[src/rtl/lp_pwm_pkg.sv]
package lp_pwm_pkg;

  localparam int unsigned OFS_INFO   = 'h04;
  localparam int unsigned OFS_RSVD   = 'h08;
  localparam int unsigned OFS_CFG    = 'h10;
  localparam int unsigned OFS_COUNT  = 'h14;
  localparam int unsigned OFS_PERIOD = 'h18;
  localparam int unsigned OFS_CH0    = 'h20;
  localparam int unsigned CH_STRIDE  = 8;

  localparam int CTL_FLAG_BIT = 7;
  localparam int CTL_HI_BIT   = 5;
  localparam int CTL_LO_BIT   = 4;
  localparam int CTL_LVL_LSB  = 2;

  typedef enum logic [1:0] {
    LVL_OFF  = 2'b00,
    LVL_INV  = 2'b01,
    LVL_NORM = 2'b10,
    LVL_RSVD = 2'b11
  } lvl_sel_e;

  typedef struct packed {
    logic     flag;
    logic     mode_hi;
    logic     mode_lo;
    lvl_sel_e lvl;
  } ch_ctl_t;

  function automatic int unsigned ofs_ch_ctl(int unsigned n);
    return OFS_CH0 + CH_STRIDE * n;
  endfunction

  function automatic int unsigned ofs_ch_cmp(int unsigned n);
    return OFS_CH0 + CH_STRIDE * n + 4;
  endfunction

endpackage

[src/rtl/lp_pwm_prescale.sv]
module lp_pwm_prescale #(
  parameter int PS_W = 3
) (
  input  logic            clk,
  input  logic            rst,
  input  logic            run,
  input  logic [PS_W-1:0] ps,
  output logic            tick
);
  localparam int DIV_W = (1 << PS_W) - 1;

  logic [DIV_W-1:0] phase_q;
  logic [DIV_W:0]   span;
  logic [DIV_W-1:0] limit;

  always_comb begin
    span  = {{DIV_W{1'b0}}, 1'b1} << ps;
    limit = DIV_W'(span - 1'b1);
    tick  = run && (phase_q >= limit);
  end

  always_ff @(posedge clk) begin
    if (rst || !run) phase_q <= '0;
    else if (tick)   phase_q <= '0;
    else             phase_q <= phase_q + 1'b1;
  end

endmodule

[src/rtl/lp_pwm_counter.sv]
module lp_pwm_counter #(
  parameter int              CNT_W      = 16,
  parameter logic [CNT_W-1:0] PERIOD_RST = '1
) (
  input  logic             clk,
  input  logic             rst,
  input  logic             run,
  input  logic             restart,
  input  logic             tick,
  input  logic             clr,
  input  logic             per_wr,
  input  logic [CNT_W-1:0] per_wdata,
  output logic [CNT_W-1:0] cnt_q,
  output logic [CNT_W-1:0] per_act_q,
  output logic [CNT_W-1:0] per_buf_q,
  output logic             wrap
);
  assign wrap = tick && (cnt_q >= per_act_q);

  always_ff @(posedge clk) begin
    if (rst)                  cnt_q <= '0;
    else if (restart || clr)  cnt_q <= '0;
    else if (tick)            cnt_q <= wrap ? '0 : cnt_q + 1'b1;
  end

  always_ff @(posedge clk) begin
    if (rst) begin
      per_buf_q <= PERIOD_RST;
      per_act_q <= PERIOD_RST;
    end else begin
      if (per_wr) per_buf_q <= per_wdata;
      if (per_wr && !run) per_act_q <= per_wdata;
      else if (wrap)      per_act_q <= per_buf_q;
    end
  end

endmodule

[src/rtl/lp_pwm_channel.sv]
module lp_pwm_channel import lp_pwm_pkg::*; #(
  parameter int CNT_W = 16
) (
  input  logic             clk,
  input  logic             rst,
  input  logic             run,
  input  logic             tick,
  input  logic             wrap,
  input  logic [CNT_W-1:0] cnt,
  input  logic             ctl_wr,
  input  logic             flag_clr,
  input  logic             mode_hi_d,
  input  logic             mode_lo_d,
  input  logic [1:0]       lvl_d,
  input  logic             cmp_wr,
  input  logic [CNT_W-1:0] cmp_wdata,
  output ch_ctl_t          ctl_q,
  output logic [CNT_W-1:0] cmp_buf_q,
  output logic             pwm_o
);
  logic [CNT_W-1:0] cmp_act_q;
  logic             hit;
  logic             below;

  assign hit   = tick && (cnt == cmp_act_q);
  assign below = cnt < cmp_act_q;

  always_ff @(posedge clk) begin
    if (rst) begin
      ctl_q <= '{flag: 1'b0, mode_hi: 1'b0, mode_lo: 1'b0, lvl: LVL_OFF};
    end else begin
      ctl_q.flag <= hit || (ctl_q.flag && !(ctl_wr && flag_clr));
      if (ctl_wr) begin
        ctl_q.mode_hi <= mode_hi_d;
        ctl_q.mode_lo <= mode_lo_d;
        ctl_q.lvl     <= lvl_sel_e'(lvl_d);
      end
    end
  end

  always_ff @(posedge clk) begin
    if (rst) begin
      cmp_buf_q <= '0;
      cmp_act_q <= '0;
    end else begin
      if (cmp_wr) cmp_buf_q <= cmp_wdata;
      if (cmp_wr && !run) cmp_act_q <= cmp_wdata;
      else if (wrap)      cmp_act_q <= cmp_buf_q;
    end
  end

  always_ff @(posedge clk) begin
    if (rst) pwm_o <= 1'b0;
    else if (ctl_q.mode_hi && ctl_q.lvl == LVL_NORM) pwm_o <= below;
    else if (ctl_q.mode_hi && ctl_q.lvl == LVL_INV)  pwm_o <= !below;
    else pwm_o <= 1'b0;
  end

endmodule

[src/rtl/lp_pwm_timer.sv]
module lp_pwm_timer import lp_pwm_pkg::*; #(
  parameter int               NCH        = 4,
  parameter int               CNT_W      = 16,
  parameter int               PS_W       = 3,
  parameter int               ADDR_W     = 8,
  parameter int               DATA_W     = 16,
  parameter logic [CNT_W-1:0] PERIOD_RST = '1
) (
  input  logic              clk,
  input  logic              rst,
  input  logic              wr_en,
  input  logic              rd_en,
  input  logic [ADDR_W-1:0] addr,
  input  logic [DATA_W-1:0] wdata,
  output logic [DATA_W-1:0] rdata,
  output logic [NCH-1:0]    pwm_out
);
  localparam logic [ADDR_W-1:0] A_INFO   = ADDR_W'(OFS_INFO);
  localparam logic [ADDR_W-1:0] A_CFG    = ADDR_W'(OFS_CFG);
  localparam logic [ADDR_W-1:0] A_COUNT  = ADDR_W'(OFS_COUNT);
  localparam logic [ADDR_W-1:0] A_PERIOD = ADDR_W'(OFS_PERIOD);
  localparam int MODE_LSB = PS_W;

  logic [PS_W-1:0]  ps_q;
  logic [1:0]       cmod_q;
  logic             run, restart, tick, wrap;
  logic             cfg_wr, cnt_wr, per_wr;
  logic [CNT_W-1:0] cnt_q, per_act_q, per_buf_q;
  logic [NCH-1:0]   ctl_wr, cmp_wr, ch_msb;
  logic [7:0]       ctl_rd [NCH];
  logic [CNT_W-1:0] cmp_rd [NCH];
  logic [DATA_W-1:0] rd_mux;

  assign cfg_wr  = wr_en && (addr == A_CFG);
  assign cnt_wr  = wr_en && (addr == A_COUNT);
  assign per_wr  = wr_en && (addr == A_PERIOD);
  assign run     = |cmod_q;
  assign restart = cfg_wr && (|wdata[MODE_LSB+1:MODE_LSB]) && !run;

  always_ff @(posedge clk) begin
    if (rst) begin
      ps_q   <= '0;
      cmod_q <= 2'b00;
    end else if (cfg_wr) begin
      ps_q   <= wdata[PS_W-1:0];
      cmod_q <= wdata[MODE_LSB+1:MODE_LSB];
    end
  end

  lp_pwm_prescale #(.PS_W(PS_W)) u_pre (
    .clk(clk), .rst(rst), .run(run), .ps(ps_q), .tick(tick)
  );

  lp_pwm_counter #(.CNT_W(CNT_W), .PERIOD_RST(PERIOD_RST)) u_cnt (
    .clk(clk), .rst(rst), .run(run), .restart(restart), .tick(tick),
    .clr(cnt_wr), .per_wr(per_wr), .per_wdata(wdata[CNT_W-1:0]),
    .cnt_q(cnt_q), .per_act_q(per_act_q), .per_buf_q(per_buf_q), .wrap(wrap)
  );

  for (genvar g = 0; g < NCH; g++) begin : g_ch
    localparam logic [ADDR_W-1:0] A_CTL = ADDR_W'(ofs_ch_ctl(g));
    localparam logic [ADDR_W-1:0] A_CMP = ADDR_W'(ofs_ch_cmp(g));
    ch_ctl_t ctl;

    assign ctl_wr[g] = wr_en && (addr == A_CTL);
    assign cmp_wr[g] = wr_en && (addr == A_CMP);

    lp_pwm_channel #(.CNT_W(CNT_W)) u_ch (
      .clk(clk), .rst(rst), .run(run), .tick(tick), .wrap(wrap), .cnt(cnt_q),
      .ctl_wr(ctl_wr[g]), .flag_clr(wdata[CTL_FLAG_BIT]),
      .mode_hi_d(wdata[CTL_HI_BIT]), .mode_lo_d(wdata[CTL_LO_BIT]),
      .lvl_d(wdata[CTL_LVL_LSB+1:CTL_LVL_LSB]),
      .cmp_wr(cmp_wr[g]), .cmp_wdata(wdata[CNT_W-1:0]),
      .ctl_q(ctl), .cmp_buf_q(cmp_rd[g]), .pwm_o(pwm_out[g])
    );

    assign ch_msb[g] = ctl.mode_hi;
    assign ctl_rd[g] = {ctl.flag, 1'b0, ctl.mode_hi, ctl.mode_lo, ctl.lvl, 2'b00};
  end

  always_comb begin
    rd_mux = '0;
    if (addr == A_INFO)   rd_mux = DATA_W'(NCH);
    if (addr == A_CFG)    rd_mux = DATA_W'({cmod_q, ps_q});
    if (addr == A_COUNT)  rd_mux = DATA_W'(cnt_q);
    if (addr == A_PERIOD) rd_mux = DATA_W'(per_buf_q);
    for (int i = 0; i < NCH; i++) begin
      if (addr == ADDR_W'(ofs_ch_ctl(i))) rd_mux = DATA_W'(ctl_rd[i]);
      if (addr == ADDR_W'(ofs_ch_cmp(i))) rd_mux = DATA_W'(cmp_rd[i]);
    end
  end

  always_ff @(posedge clk) begin
    if (rst)        rdata <= '0;
    else if (rd_en) rdata <= rd_mux;
  end

endmodule

[config.mk]
export PLATFORM = sky130hd
export DESIGN_NAME = lp_pwm_timer
export DESIGN_NICKNAME = d
export VERILOG_FILES = /design/src/rtl/lp_pwm_pkg.sv /design/src/rtl/lp_pwm_prescale.sv /design/src/rtl/lp_pwm_counter.sv /design/src/rtl/lp_pwm_channel.sv /design/src/rtl/lp_pwm_timer.sv
export SDC_FILE = /design/constraint.sdc
export NUM_CORES = 1
export LEC_CHECK = 0
export BUFFER_PORTS_ARGS = -buffer_cell sky130_fd_sc_hd__buf_4
export CAP_MARGIN = 20
export CORE_MARGIN = 3
export CORE_UTILIZATION = 32
export DETAILED_ROUTE_END_ITERATION = 8
export GPL_TIMING_DRIVEN = 0
export PLACE_DENSITY = 0.44
export SYNTH_ARGS = -nofsm -noshare
export SYNTH_HDL_FRONTEND = slang
export SYNTH_SLANG_ARGS = --single-unit
[constraint.sdc]
create_clock -name clk -period 3.49 [get_ports clk]
set_clock_uncertainty 0.05 [all_clocks]
set_input_delay 0.1745 -clock clk [delete_from_list [all_inputs] [get_ports clk]]
set_output_delay 0.1745 -clock clk [all_outputs]
set_load 0.1 [all_outputs]
## Word-level counts from Yosys, hierarchy flattened

Cells that the tools add are included.

| cells by class | value |
|---|---|
| $add $sub $neg | 3 |
| shifts and indexed selects | 1 |
| equal/unequal tests | 24 |
| multiplexer cells | 31 |
| order comparisons | 6 |
| reduce and logical (&&, ||, !) cells | 64 |

Operators by type and width:

| operator | count |
|---|---|
| $mux 16 | 22 |
| $eq 16x16->1 | 4 |
| $eq 8x6->1 const B | 8 |
| $lt 16x16->1 | 4 |
| $logic_and 1x1->1 | 40 |
| $eq 8x5->1 const B | 3 |
| $add 16x1->16 const B | 1 |
| $ge 16x16->1 | 1 |
| $reduce_bool 2->1 | 5 |
| $logic_not 1->1 | 9 |
| $eq 2x1->1 const B | 4 |
| $eq 2x2->1 const B | 4 |
| $eq 8x3->1 const B | 1 |
| $mux 1 | 8 |
| $reduce_or 2->1 | 4 |
| $add 7x1->7 const B | 1 |
| $ge 7x7->1 | 1 |
| $shl 1x3->7 const A | 1 |
| $sub 7x1->7 const B | 1 |
| $logic_or 1x1->1 | 6 |
| $mux 3 | 1 |

| storage, ports and cells | value |
|---|---|
| logic and storage cells | 164 |
| output and inout bits | 20 |
| register bits after elaboration | 228 |
| input bits | 28 |

## Longest topological paths before layout

| depth | value |
|---|---|
| word-level depth | 13 |
| gate-level depth with buffers | 12 |
| mapped depth without buffers | 8 |

## Hierarchy

Synthesis repeated with hierarchy kept, for this count alone.

| second synthesis, totals | value |
|---|---|
| cell total of the unflattened synthesis | 1413 |
| area, all modules | 12672.2 um^2 |

Modules (own cells, without submodules):

| module | times used | cells each | area an instance (um^2) | sequential area each (um^2) |
|---|---|---|---|---|
| lp_pwm_channel | 4 | 201 | 1906.8 | 760.7 |
| lp_pwm_counter | 1 | 301 | 2563.7 | 960.9 |
| lp_pwm_timer | 1 | 256 | 2000.7 | 420.4 |
| lp_pwm_prescale | 1 | 52 | 480.5 | 140.1 |

## Worst setup path before layout

OpenSTA, ideal clock, no wires.

| timing | value |
|---|---|
| path type | register to register |
| start point | register ps_q[2] |
| end point | register u_cnt.cnt_q[10] |
| path buffers | 4 |
| clock period less this slack | 2548 ps |
| stages on the path, launching flop included | 13 |
| required time | 3323 ps |
| path slack | 942 ps |
| data arrival time | 2381 ps |
| setup time | 117 ps |
| cell sequence | dfxtp_1 -> clkbuf_1 -> or3_1 -> ha_1 -> nor2b_1 -> o211ai_1 -> and3_1 -> buf_2 -> nand2b_1 -> buf_2 -> o21ai_1 -> buf_2 -> nor2_1 |

| between the ends | value |
|---|---|
| longest elaborated chain between the ends | 6 |

Ends and longest elaborated chain:

| item | RTL line | source |
|---|---|---|
| from (decl) | lp_pwm_timer.sv:24 | `logic [PS_W-1:0] ps_q;` |
| from (signal assigned) | lp_pwm_timer.sv:45 | `ps_q <= wdata[PS_W-1:0];` |
| $shl 1x3->7 (*) | lp_pwm_prescale.sv:17 | `span = {{DIV_W{1'b0}}, 1'b1} << ps;` |
| $sub 7x1->7 (*) | lp_pwm_prescale.sv:18 | `limit = DIV_W'(span - 1'b1);` |
| $ge 7x7->1 (*) | lp_pwm_prescale.sv:19 | `tick = run && (phase_q >= limit);` |
| $logic_and 1x1->1 (*) | lp_pwm_prescale.sv:19 |  |
| $logic_and 1x1->1 | lp_pwm_counter.sv:18 | `assign wrap = tick && (cnt_q >= per_act_q);` |
| $mux 16 | lp_pwm_counter.sv:23 | `else if (tick) cnt_q <= wrap ? '0 : cnt_q + 1'b1;` |
| to (signal assigned) | lp_pwm_counter.sv:23 |  |
| to (decl) | lp_pwm_counter.sv:13 | `output logic [CNT_W-1:0] cnt_q,` |

Every way passes the cells marked *; elsewhere a longest branch is shown, timed or not.
A chain may end at the register's enable or synchronous reset.

## Final worst setup path

| timing | value |
|---|---|
| start point | register ps_q[2] |
| end point | register u_cnt.per_act_q[14] |

| between the ends | value |
|---|---|
| longest elaborated chain between the ends | 6 |

Ends and longest elaborated chain:

| item | RTL line | source |
|---|---|---|
| $shl 1x3->7 | lp_pwm_prescale.sv:17 |  |
| $sub 7x1->7 | lp_pwm_prescale.sv:18 |  |
| $ge 7x7->1 | lp_pwm_prescale.sv:19 |  |
| $logic_and 1x1->1 | lp_pwm_prescale.sv:19 |  |
| $logic_and 1x1->1 | lp_pwm_counter.sv:18 |  |
| $reduce_bool 2->1 (no line) | n/a |  |
| to (signal assigned) | lp_pwm_counter.sv:32 | `if (per_wr && !run) per_act_q <= per_wdata;` |
| to (signal assigned) | lp_pwm_counter.sv:33 | `else if (wrap) per_act_q <= per_buf_q;` |
| to (decl) | lp_pwm_counter.sv:14 | `output logic [CNT_W-1:0] per_act_q,` |

No other way between the ends.

==> impl_results.md <==
* Fraction of layout instances using a drive strength above 1 at 9.918%
* Number of inserted filler cells in the final layout at 4,125
* Max-capacitance violation count at 0
* Number of clock buffers inserted by TritonCTS at 29
* Post-synthesis sequential area ratio at 36.03%
* Synthesized net count at 1,719
* Initial standard-cell utilization of the core at 32.55%
* Hold slack at 0.07007 ns
* Final standard cell utilization of the core at 37.74%
* Total power divided by cell area at 413.3 mW/mm^2
* Run status: completed
* Number of global-route vias before repair at 11,880
* Number of register bits inferred by synthesis at 228
* Setup repair after global routing missed its margin: yes
* Maximum buffer depth of the clock tree at 3
* Sum of routed wire length over all layers at 52.47 mm
* Leakage power of the design at 0.005656 uW
* Chip Width at 205.0 um
* Detailed placement HPWL at 39.16 mm
* Count of cells along the worst hold path at 4
* Achievable frequency at 297.5 MHz
* Kind of critical path: register to register
* Yosys cell types at 73
* Pins Over Slew Limit at 0
* Area occupied by registers at 0.004566 sq mm
* Arrival time of data at the critical path endpoint at 3.81 ns
* Destination of the worst register-to-register timing path: u_cnt.per_act_q[14]
* Count of buffers inserted at the top-level ports at 35
* Worst-case reg-to-reg path depth at 12
* DR DRC count at 0
* Die area at 0.04201 sq mm
* Initial drt markers at 901
* Count of standard-cell rows at 72
* Initial antenna violation count at 1
* Maximum number of pins on one net before global-route repair at 15
* Combined global-route utilization of all metal layers at 24.72%
* Number of nets with antenna violations after routing at 0
* R2r startpoint: ps_q[2]
* Area growth from synthesis to layout at 15.95%
* First-pass GRT wire length at 76.98 mm
* Actual slew at the worst max-slew pin at 1.018 ns
* Required time worst endpoint at 3.94 ns
* Antenna fix cells at 0
* Post-synth top flop: dfxtp_1
* Total grt overflow at 0
* Post-synthesis average cell area at 7.907 sq um
* Final GP Congestion at 0.9767
* Total vias in the final route at 12,230
* Routed wire length per instance at 23.61 um
* Final setup violating endpoints at 0
* Number of standard cells after synthesis at 1,602
* Count of nets after finishing at 1,799
* Final hold violation count at 0
* Root buf cell: clkbuf_16
* Top fanout value on the critical path at 10
* Worst Setup End Kind: register
* Critical path launch point type: register
* Count of TritonRoute iterations in the first routing pass at 6
* Worst hold path type: input pin to register
* Clock-pin slew reported for the worst setup and hold paths after clock tree synthesis at 0.06 ns
* Source-to-sink clock delay at the later pin of the worst-skew pair at 0.58 ns
* Clock tree from TritonCTS: yes
* Time the final worst path needs with I/O delays and setup at 3.362 ns
* Syn Std Cell Area at 0.01267 sq mm
* Vias per inst at 5.505
* Capture endpoint of the worst hold path: g_ch[1].u_ch.ctl_q[4]
* Period utilisation layout at 96.32%
* Area of combinational cells with multiple inputs at 0.007121 sq mm
* Launch point of the worst hold path: wdata[7]
* I/O pins at 48
* Yosys warns at 0
* Number of enable flip-flop cells after synthesis at 0
* Worst reg2reg setup slack at 0.13 ns
* CTS sink count at 228
* Asr flop ratio synth at 0%
* Die height at 205.0 um
* Floorplan core area at 0.03892 sq mm
* Headroom to the max-slew limit at 32.16%
* Worst vdd rail ir drop at 0.0003017 V
* Number of H-tree levels at 1
==> cell families (layout without fill, tap and decap cells) <==
group	Yosys count	in the layout	synth area share, %
AND/OR/NAND/NOR	648	648	24.46
AO/OA/AOI/OAI	368	368	19.18
flip-flops	228	228	36.03
buffers and inverters	221	323	7.793
adder cells (fa/ha/maj)	89	89	8.791
multiplexers	29	29	2.430
XOR/XNOR	19	19	1.314
==> metrics by stage <==
step                      instance area, sq um  power, uW  setup TNS (ns)  std cells  setup slack [ns]
after floorplan                          12670       2892               0       1602            0.9420
after global placement                   13580       3050        -0.06659       2155          -0.03407
after detailed placement                 13580       3049         -0.1569       2155          -0.08610
after CTS                                14680       6110               0       2222           0.09443
after global routing                     14690       6239          -1.427       2222          -0.08460
final                                    14690       6070               0       2222            0.1283
==> routing by layer <==
layer,vias up,wire [um],GRT usage (%)
li1,5879,-,-
met1,5898,23520,32.96
met2,367,23930,40.25
met3,86,3414,5.276
met4,2,1591,7.298
met5,-,13,0
==> where the power goes <==
group,total [uW],switching [uW],internal [uW]
combinational,387,294,93.8
sequential,2620,7.69,2610
clock,3060,1250,1820
total,6070,1550,4520
==> Yosys cell counts (all sizes together), types with 22 or more instances <==
library cell,n,area [sq um]
a211oi,22,165.2
nand3,93,465.5
clkbuf,75,281.5
nand4,60,375.4
nor2,100,405.4
dfxtp,228,4564
buf,56,367.9
inv,90,337.8
ha,89,1114
nand2,297,1115
o211ai,52,390.4
mux2i,24,240.2
a21oi,113,580.6
o21ai,55,275.3
==> worst max-delay path, cell delays in order (launching register included) <==
cell	delay (ns)
dfxtp_1	0.30
clkbuf_1	0.37
o21ai_0	0.18
ha_1	0.24
nor4_1	0.34
o211ai_1	0.21
and3_1	0.21
buf_2	0.19
nand2b_1	0.08
buf_2	0.21
buf_1	0.52
o21ai_0	0.19
a31oi_1	0.19
==> what timing repair did <==
item | CTS | global route
hold buffers | 14 | 0
hold endpoints to repair | 92 | 0
resized for setup | 1 | 7
endpoints found under the setup margin | 13 | 39
setup buffers | 0 | 0
==> flip-flops by register name, summed over array words and instances (netlist names) <==
register and flops:
g_ch.u_ch.cmp_act_q 64, g_ch.u_ch.cmp_buf_q 64, u_cnt.per_buf_q 16, rdata 16
ps_q 3, cmod_q 2, g_ch.u_ch.ctl_q 20, u_cnt.per_act_q 16
u_pre.phase_q 7, u_cnt.cnt_q 16, g_ch.u_ch.pwm_o 4
==> area by class of cell <==
cell class | instances | share of cell area (%)
Buffer | 131 | 4.447
Clock buffer | 41 | 5.725
Clock inverter | 12 | 0.8093
Inverter | 90 | 2.300
Multi-Input combinational cell | 1153 | 48.48
Sequential cell | 228 | 31.08
Tap cell | 518 | 4.413
Timing Repair Buffer | 49 | 2.743
==> placed cells by master, fill, tap and decap left out, drive strengths merged, types with 9 or more instances in the layout <==
master,n
o211ai,52
xnor2,13
a222oi,11
a21oi,113
o21ai,55
nand4,60
inv,91
dlygate4sd3,14
dfxtp,228
nand2,297
nand3,93
a22oi,15
o31ai,18
nor4,9
nand3b,16
a31oi,21
a31o,16
buf,91
a211oi,22
mux2i,24
clkbuf,116
ha,89
nor3,20
nor2,100
==> worst max path at each step <==
stage / startpoint / endpoint / cells past startpoint
2_1_floorplan: ps_q[2] / u_cnt.cnt_q[10] / 12
3_3_place_gp: ps_q[2] / u_cnt.per_act_q[13] / 11
3_5_place_dp: ps_q[2] / u_cnt.per_act_q[13] / 11
4_1_cts: ps_q[2] / u_cnt.per_act_q[13] / 11
5_1_grt: ps_q[2] / u_cnt.cnt_q[7] / 12
6_report: ps_q[2] / u_cnt.per_act_q[14] / 12
No activity file was read; power rests on OpenSTA's default activity.
